`src/rtl/halo_pkg.sv`:
```
package halo_pkg;
  // Hit flags of one column of the 3-row window, oldest row on top.
  typedef struct packed {
    logic top;
    logic mid;
    logic bot;
  } hcol_t;

  // Token travelling through the pipeline.
  typedef enum logic {TOK_PIX = 1'b0, TOK_TRL = 1'b1} tok_e;
endpackage

```
`src/rtl/halo_linebuf.sv`:
```
// Single-port-per-direction line memory with registered read, block RAM friendly.
module halo_linebuf #(
  parameter int DEPTH = 256,
  parameter int WIDTH = 14,
  localparam int AW = $clog2(DEPTH)
) (
  input  logic             clk,
  input  logic             rd_en,
  input  logic [AW-1:0]    rd_addr,
  output logic [WIDTH-1:0] rd_data,
  input  logic             wr_en,
  input  logic [AW-1:0]    wr_addr,
  input  logic [WIDTH-1:0] wr_data
);
  logic [WIDTH-1:0] mem [DEPTH];

  always_ff @(posedge clk) begin
    if (wr_en) mem[wr_addr] <= wr_data;
    if (rd_en) rd_data <= mem[rd_addr];
  end
endmodule

```
`src/rtl/halo_window.sv`:
```
// Two-column hit window; with the incoming column it forms the 3x3 neighbourhood
// of the pixel held in the newer window column.
module halo_window import halo_pkg::*; #(
  parameter int DW = 12
) (
  input  logic          clk,
  input  logic          rst,
  input  logic          adv,       // a pixel token is shifted in
  input  logic          col_zero,  // incoming column is column 0 (new row)
  input  logic          top_mask,  // top row of the window lies above the matrix
  input  hcol_t         ncol,
  input  logic [DW-1:0] nval,
  output logic          sel,
  output logic [DW-1:0] ctr_val
);
  hcol_t         w_lft, w_ctr, rgt;
  logic [DW-1:0] v_ctr;
  logic [2:0]    tops;

  always_comb begin
    rgt     = col_zero ? '0 : ncol;   // no wrap from column 0 back to the last column
    tops    = {w_lft.top, w_ctr.top, rgt.top} & {3{~top_mask}};
    sel     = (|tops) | w_lft.mid | w_lft.bot | w_ctr.mid | w_ctr.bot | rgt.mid | rgt.bot;
    ctr_val = v_ctr;
  end

  always_ff @(posedge clk) begin
    if (rst) begin
      w_lft <= '0;
      w_ctr <= '0;
      v_ctr <= '0;
    end else if (adv) begin
      w_lft <= col_zero ? '0 : w_ctr;  // column -1 is empty
      w_ctr <= ncol;
      v_ctr <= nval;
    end
  end
endmodule

```
`src/rtl/hit_halo_filter.sv`:
```
module hit_halo_filter import halo_pkg::*; #(
  parameter int NROW = 256,
  parameter int NCOL = 256,
  parameter int DW   = 12,
  parameter int FW   = 8,
  localparam int RW  = $clog2(NROW),
  localparam int CW  = $clog2(NCOL),
  localparam int NW  = $clog2(NROW*NCOL+1)
) (
  input  logic                 clk,
  input  logic                 rst,
  input  logic                 in_valid,
  input  logic [RW-1:0]        in_row,
  input  logic [CW-1:0]        in_col,
  input  logic signed [DW-1:0] in_diff,
  input  logic                 in_hit,
  input  logic                 in_eof,
  output logic                 out_valid,
  output logic                 out_trailer,
  output logic [RW-1:0]        out_row,
  output logic [CW-1:0]        out_col,
  output logic signed [DW-1:0] out_diff,
  output logic [FW-1:0]        out_frame,
  output logic [NW-1:0]        out_count
);
  localparam int AW = RW + 2;            // arrival row, includes virtual flush rows
  localparam int KW = $clog2(NCOL + 2);  // flush step counter
  localparam int MW = DW + 2;            // line word: {hit r-1, value r-1, hit r-2}

  // ---------------- source select: live input or flush tokens ----------------
  logic          fl_on;
  logic [KW-1:0] fl_k;
  logic          src_go, src_hit;
  tok_e          src_tok;
  logic [AW-1:0] src_row;
  logic [CW-1:0] src_col;
  logic [DW-1:0] src_val;

  always_comb begin
    src_go  = in_valid | fl_on;
    src_tok = TOK_PIX;
    src_row = AW'(in_row);
    src_col = in_col;
    src_hit = in_hit;
    src_val = in_diff;
    if (fl_on) begin
      src_hit = 1'b0;
      src_val = '0;
      if (fl_k < KW'(NCOL)) begin
        src_row = AW'(NROW);
        src_col = CW'(fl_k);
      end else if (fl_k == KW'(NCOL)) begin
        src_row = AW'(NROW + 1);
        src_col = '0;
      end else begin
        src_tok = TOK_TRL;
        src_row = '0;
        src_col = '0;
      end
    end
  end

  always_ff @(posedge clk) begin
    if (rst) begin
      fl_on <= 1'b0;
      fl_k  <= '0;
    end else if (!fl_on) begin
      if (in_valid && in_eof) begin
        fl_on <= 1'b1;
        fl_k  <= '0;
      end
    end else if (fl_k == KW'(NCOL + 1)) begin
      fl_on <= 1'b0;
    end else begin
      fl_k <= fl_k + 1'b1;
    end
  end

  // ---------------- stage 0: token register and line memory read ----------------
  logic          s_vld, s_hit;
  tok_e          s_tok;
  logic [AW-1:0] s_row;
  logic [CW-1:0] s_col;
  logic [DW-1:0] s_val;
  logic [MW-1:0] rd_word;
  logic          s_pix;

  always_ff @(posedge clk) begin
    if (rst) begin
      s_vld <= 1'b0;
      s_tok <= TOK_PIX;
      s_row <= '0;
      s_col <= '0;
      s_hit <= 1'b0;
      s_val <= '0;
    end else begin
      s_vld <= src_go;
      s_tok <= src_tok;
      s_row <= src_row;
      s_col <= src_col;
      s_hit <= src_hit;
      s_val <= src_val;
    end
  end

  assign s_pix = s_vld && (s_tok == TOK_PIX);

  halo_linebuf #(.DEPTH(NCOL), .WIDTH(MW)) u_lines (
    .clk     (clk),
    .rd_en   (src_go && (src_tok == TOK_PIX)),
    .rd_addr (src_col),
    .rd_data (rd_word),
    .wr_en   (s_pix),
    .wr_addr (s_col),
    .wr_data ({s_hit, s_val, rd_word[MW-1]})
  );

  // ---------------- stage 1: window decision ----------------
  hcol_t         ncol;
  logic          col_zero, top_mask, ctr_ok, sel, emit, trl;
  logic [DW-1:0] ctr_val;
  logic [RW-1:0] dec_row;
  logic [CW-1:0] dec_col;

  always_comb begin
    ncol     = '{top: rd_word[0], mid: rd_word[MW-1], bot: s_hit};
    col_zero = (s_col == '0);
    // Column 0 closes the last column two rows up; other columns close (row-1, col-1).
    ctr_ok   = col_zero ? (s_row >= AW'(2)) : (s_row >= AW'(1));
    top_mask = col_zero ? (s_row == AW'(2)) : (s_row == AW'(1));
    dec_row  = col_zero ? RW'(s_row - AW'(2)) : RW'(s_row - AW'(1));
    dec_col  = col_zero ? CW'(NCOL - 1) : (s_col - 1'b1);
    emit     = s_pix && ctr_ok && sel;
    trl      = s_vld && (s_tok == TOK_TRL);
  end

  halo_window #(.DW(DW)) u_win (
    .clk      (clk),
    .rst      (rst),
    .adv      (s_pix),
    .col_zero (col_zero),
    .top_mask (top_mask),
    .ncol     (ncol),
    .nval     (rd_word[MW-2:1]),
    .sel      (sel),
    .ctr_val  (ctr_val)
  );

  // ---------------- output register ----------------
  logic [NW-1:0] cnt_q;
  logic [FW-1:0] frm_q;

  always_ff @(posedge clk) begin
    if (rst) begin
      out_valid   <= 1'b0;
      out_trailer <= 1'b0;
      out_row     <= '0;
      out_col     <= '0;
      out_diff    <= '0;
      out_frame   <= '0;
      out_count   <= '0;
      cnt_q       <= '0;
      frm_q       <= '0;
    end else begin
      out_valid   <= emit | trl;
      out_trailer <= trl;
      if (emit) begin
        out_row  <= dec_row;
        out_col  <= dec_col;
        out_diff <= ctr_val;
        cnt_q    <= cnt_q + 1'b1;
      end
      if (trl) begin
        out_frame <= frm_q;
        out_count <= cnt_q;
        cnt_q     <= '0;
        frm_q     <= frm_q + 1'b1;
      end
    end
  end
endmodule

```
`config.mk`:
```
export PLATFORM = sky130hd
export DESIGN_NAME = hit_halo_filter
export DESIGN_NICKNAME = d
export VERILOG_FILES = /design/src/rtl/halo_pkg.sv /design/src/rtl/halo_linebuf.sv /design/src/rtl/halo_window.sv /design/src/rtl/hit_halo_filter.sv
export SDC_FILE = /design/constraint.sdc
export NUM_CORES = 2
export LEC_CHECK = 0
export ABC_AREA = 1
export CAP_MARGIN = 5
export CORE_MARGIN = 4
export CORE_UTILIZATION = 36
export CTS_BUF_LIST = sky130_fd_sc_hd__clkbuf_2 sky130_fd_sc_hd__clkbuf_4 sky130_fd_sc_hd__clkbuf_8
export CTS_CLUSTER_SIZE = 30
export DETAILED_ROUTE_END_ITERATION = 7
export GPL_ROUTABILITY_DRIVEN = 0
export SLEW_MARGIN = 20
export SYNTH_ARGS = -nofsm -noshare
export SYNTH_HDL_FRONTEND = slang
export SYNTH_HIERARCHICAL = 1
export SYNTH_SLANG_ARGS = --single-unit
```
`constraint.sdc`:
```
create_clock -name clk -period 4.6 [get_ports clk]
set_input_delay 1.38 -clock clk [delete_from_list [all_inputs] [get_ports clk]]
set_output_delay 1.38 -clock clk [all_outputs]
set_load 0.005 [all_outputs]
```
==> flow_metrics.tcl <==
set metrics [dict create \
    status "finished clean" \
    layout.nets 13600 \
    setup_tns_ns 0 \
    wl_per_cell_um 23.1 \
    crit_required_ns 5.62 \
    finalInstanceArea_um2 176000 \
    initial_core_util 0.362 \
    dpl-instance-area_um2 164000 \
    postSynth.asyncResetShare 0 \
    finalWirelength_um 451000 \
    min_to "out_count[7]" \
    cts_setup_buffers 0 \
    swShare 0.258 \
    slew_headroom 0.225 \
    cts_made_buffers 612 \
    crit_buf_inv 6 \
    ys_warn_count 6 \
    powerDensity_nw_per_um2 420 \
    grt_pass1_vias 98500 \
    path_common_cell "nand3_1" \
    die_h_um 655 \
    crit_family "simple AND/OR/NAND/NOR gates" \
    drive_above_1_share 0.137 \
    route.detailed.drc 0 \
    dp_hpwl_um 272000 \
    setup_viol 0 \
    slowest_delay_ns 0.44 \
    syn2layout_area_growth_pct 16.4 \
    grt_first_pass_wirelength_um 659000 \
    r2r_slack_ns 0.69 \
    drt-pass1-iter-count 6 \
    synth.cell_area_um2 151000 \
    vias_per_cell 5.29 \
    coreArea_um2 417000 \
    die_area_um2 429000 \
    port_buffers 87 \
    combPwrFrac 0.100 \
    worst_pin_slew_ns 1.16 \
    min_path_type "flip-flop to flip-flop" \
    dominantRegCellSynth "edfxtp_1" \
    cts_hold_buf 0 \
    cts_sinks 3738 \
    most-common-layout-cells "3854 x nand2_1, 3598 x edfxtp_1, 3571 x nand3_1, 715 x buf_4, 626 x clkbuf_8" \
    ys_seq_area_frac 0.735 \
    r2r-end "u_lines/rd_data[3]" \
    ioPinCount 88 \
    crit_path_max_fanout 40 \
    worstRegToRegCells 16 \
    startpoint_type "input port" \
    seqPwrFrac 0.513 \
    totalPowerFinal_w 0.0738 \
    critPathKind "input port to flip-flop" \
    cts_tree "done" \
    clock_skew_ns 0.135 \
    vias 103000 \
    cts_root_buffer "clkbuf_8" \
    r2r_start "fl_k[8]" \
    grt-ovfl-total 0 \
    avgSynthCellArea_um2 11.8 \
    htreeDepth 6 \
    endpoint_kind "flip-flop" \
    synth-seq-cells 3738 \
    grt_max_degree 175 \
    finalCriticalPeriod_ns 3.91 \
    slew_viol_final 0 \
    final_antenna_net_count 0 \
    synth_area_leader_cell "edfxtp_1" \
    drt_first_iter_violations 12200 \
    synth_top_area_share 0.716 \
    path_cells "clkdlybuf4s50_1 > inv_1 > o22ai_4 > buf_12 > inv_8 > buf_12 > buf_4 > nand2_1 > nand3_1 > nand3_1 > nand3_1 > nand3_1 > nand3_1 > nand3_1 > nand2_1 > nand2_1 > nand2_1" \
    drv_cap 0 \
    min_period_over_period 0.850 \
    rsz0062_at_grt "false" \
    grt_usage 0.204 \
    p_clk_frac 0.387 \
    p_int_w 0.0547 \
    synthTopCellsByArea "edfxtp_1 72%, nand3_1 12%, nand2_1 9.6%, dfxtp_1 1.9%, buf_2 1.3%" \
    ys_types 37 \
    irDropWorstVdd_mv 0.338 \
    startpoint "in_col[0]" \
    final_common_cell "nand2_1" \
    hp-start "out_count[7]" \
    slowest_stage "nand3_1" \
    clk_latency_ns 1.23 \
    synth_edf_count 3598 \
    p_leak_nw 63.4 \
    syn_nets 12900 \
    holdPathStages 2 \
    cts_resized 0 \
    antenna_found_initial 16 \
    row_count 237 \
    die_w_um 655 \
    clockBufferDepth 4 \
    fmax_mhz 256 \
    synth_cells 12800 \
    path_clk_slew_ns 0.06 \
    hold_violations 0 \
    cp.arrival_ns 4.94 \
    fillers 38600 \
    switching_power_w 0.0191 \
]
-- worst reg2reg max path, stage by stage (launching register included) --
cell and delay, ns:
dfxtp_1 0.43, inv_1 0.09, nand2_1 0.18, buf_4 0.25, o22ai_4 0.12, buf_12 0.19, inv_8 0.21, buf_12 0.31
nand3_1 0.20, nand3_1 0.12, nand3_1 0.18, nand3_1 0.20, nand3_1 0.24, nand3_1 0.45, nand2_1 0.20, nand2_1 0.22
nand2_1 0.08
-- through the flow --
stage	util	hold WS [ns]	instances	setup slack, ns
after floorplan	-	0.439	12800	0.106
after global placement	0.392	0.437	18400	-0.484
after detailed placement	0.393	0.436	18400	-0.465
after CTS	0.421	0.450	19500	0.751
after global routing	0.421	0.481	19500	0.603
final	0.421	0.451	19500	0.688
-- flip-flops by register name, summed over array words and instances (netlist names), 3 cells and up --
name / count
u_lines/mem: 3584
cnt_q: 17
out_count: 17
u_lines/rd_data: 14
out_diff: 12
s_val: 12
u_win/ctr_val: 12
fl_k: 9
s_row: 9
frm_q: 8
out_col: 8
out_frame: 8
out_row: 8
s_col: 8
u_win/w_ctr: 3
u_win/w_lft: 3
-- metal layers --
metal  routed length [um]  part of all wire  GRT usage
met5                   27          0.000060          0
met2               212000              0.47      0.328
met4                17300             0.038     0.0774
met1               183000              0.40      0.275
met3                39700             0.088     0.0378
-- cells in the mapped netlist, types with 3 or more instances --
master,instances
a21oi_1,40
buf_1,93
buf_2,381
buf_4,87
buf_6,8
clkbuf_1,281
clkinv_1,3
dfxtp_1,140
edfxtp_1,3598
ha_1,12
inv_1,133
inv_2,7
nand2_1,3870
nand2_2,5
nand3_1,3571
nand4_1,4
nor2_1,440
nor2_2,15
nor3_1,12
o21ai_0,46
o21ai_1,28
o22ai_1,8
xor2_1,18
-- power by group through the flow --
stage	Sequential, W	Combinational (W)	Clock (W)
floorplan	0.0388	0.00370	0
global placement	0.0385	0.00728	0
detailed placement	0.0385	0.00733	0
CTS	0.0378	0.00735	0.0290
global route	0.0378	0.00792	0.0306
finish	0.0378	0.00741	0.0286
-- how the worst max path moves through the flow --
stage | end | slack (ns) | cells past startpoint
final | u_lines/rd_data[3] | 0.69 | 17
after global routing | u_lines/rd_data[3] | 0.60 | 17
after CTS | u_lines/rd_data[3] | 0.75 | 18
after detailed placement | u_lines/rd_data[11] | -0.47 | 19
after global placement | u_lines/rd_data[12] | -0.48 | 19
after floorplan | out_col[2] | 0.11 | 11
-- layout make-up --
cell class	instances	area, um^2	area share
diodes	3	7.51	0.0000428
clock buffers	841	10200	0.0583
clock inverters	240	1660	0.00946
inverters	144	581	0.00331
multi-input cells	8087	35500	0.202
flip-flops and latches	3738	111000	0.632
well taps	5497	6880	0.0392
repair buffers	979	9780	0.0557
-- cells by family after synthesis --
group / after synthesis / share of synthesized area
compound gates: 126 / 0.00433
xor+xnor: 19 / 0.00110
fa+ha+maj: 12 / 0.000995
buf+inv: 995 / 0.0306
flops: 3738 / 0.735
simple gates: 7930 / 0.228
Note: power is estimated with default switching activity, not from simulation.
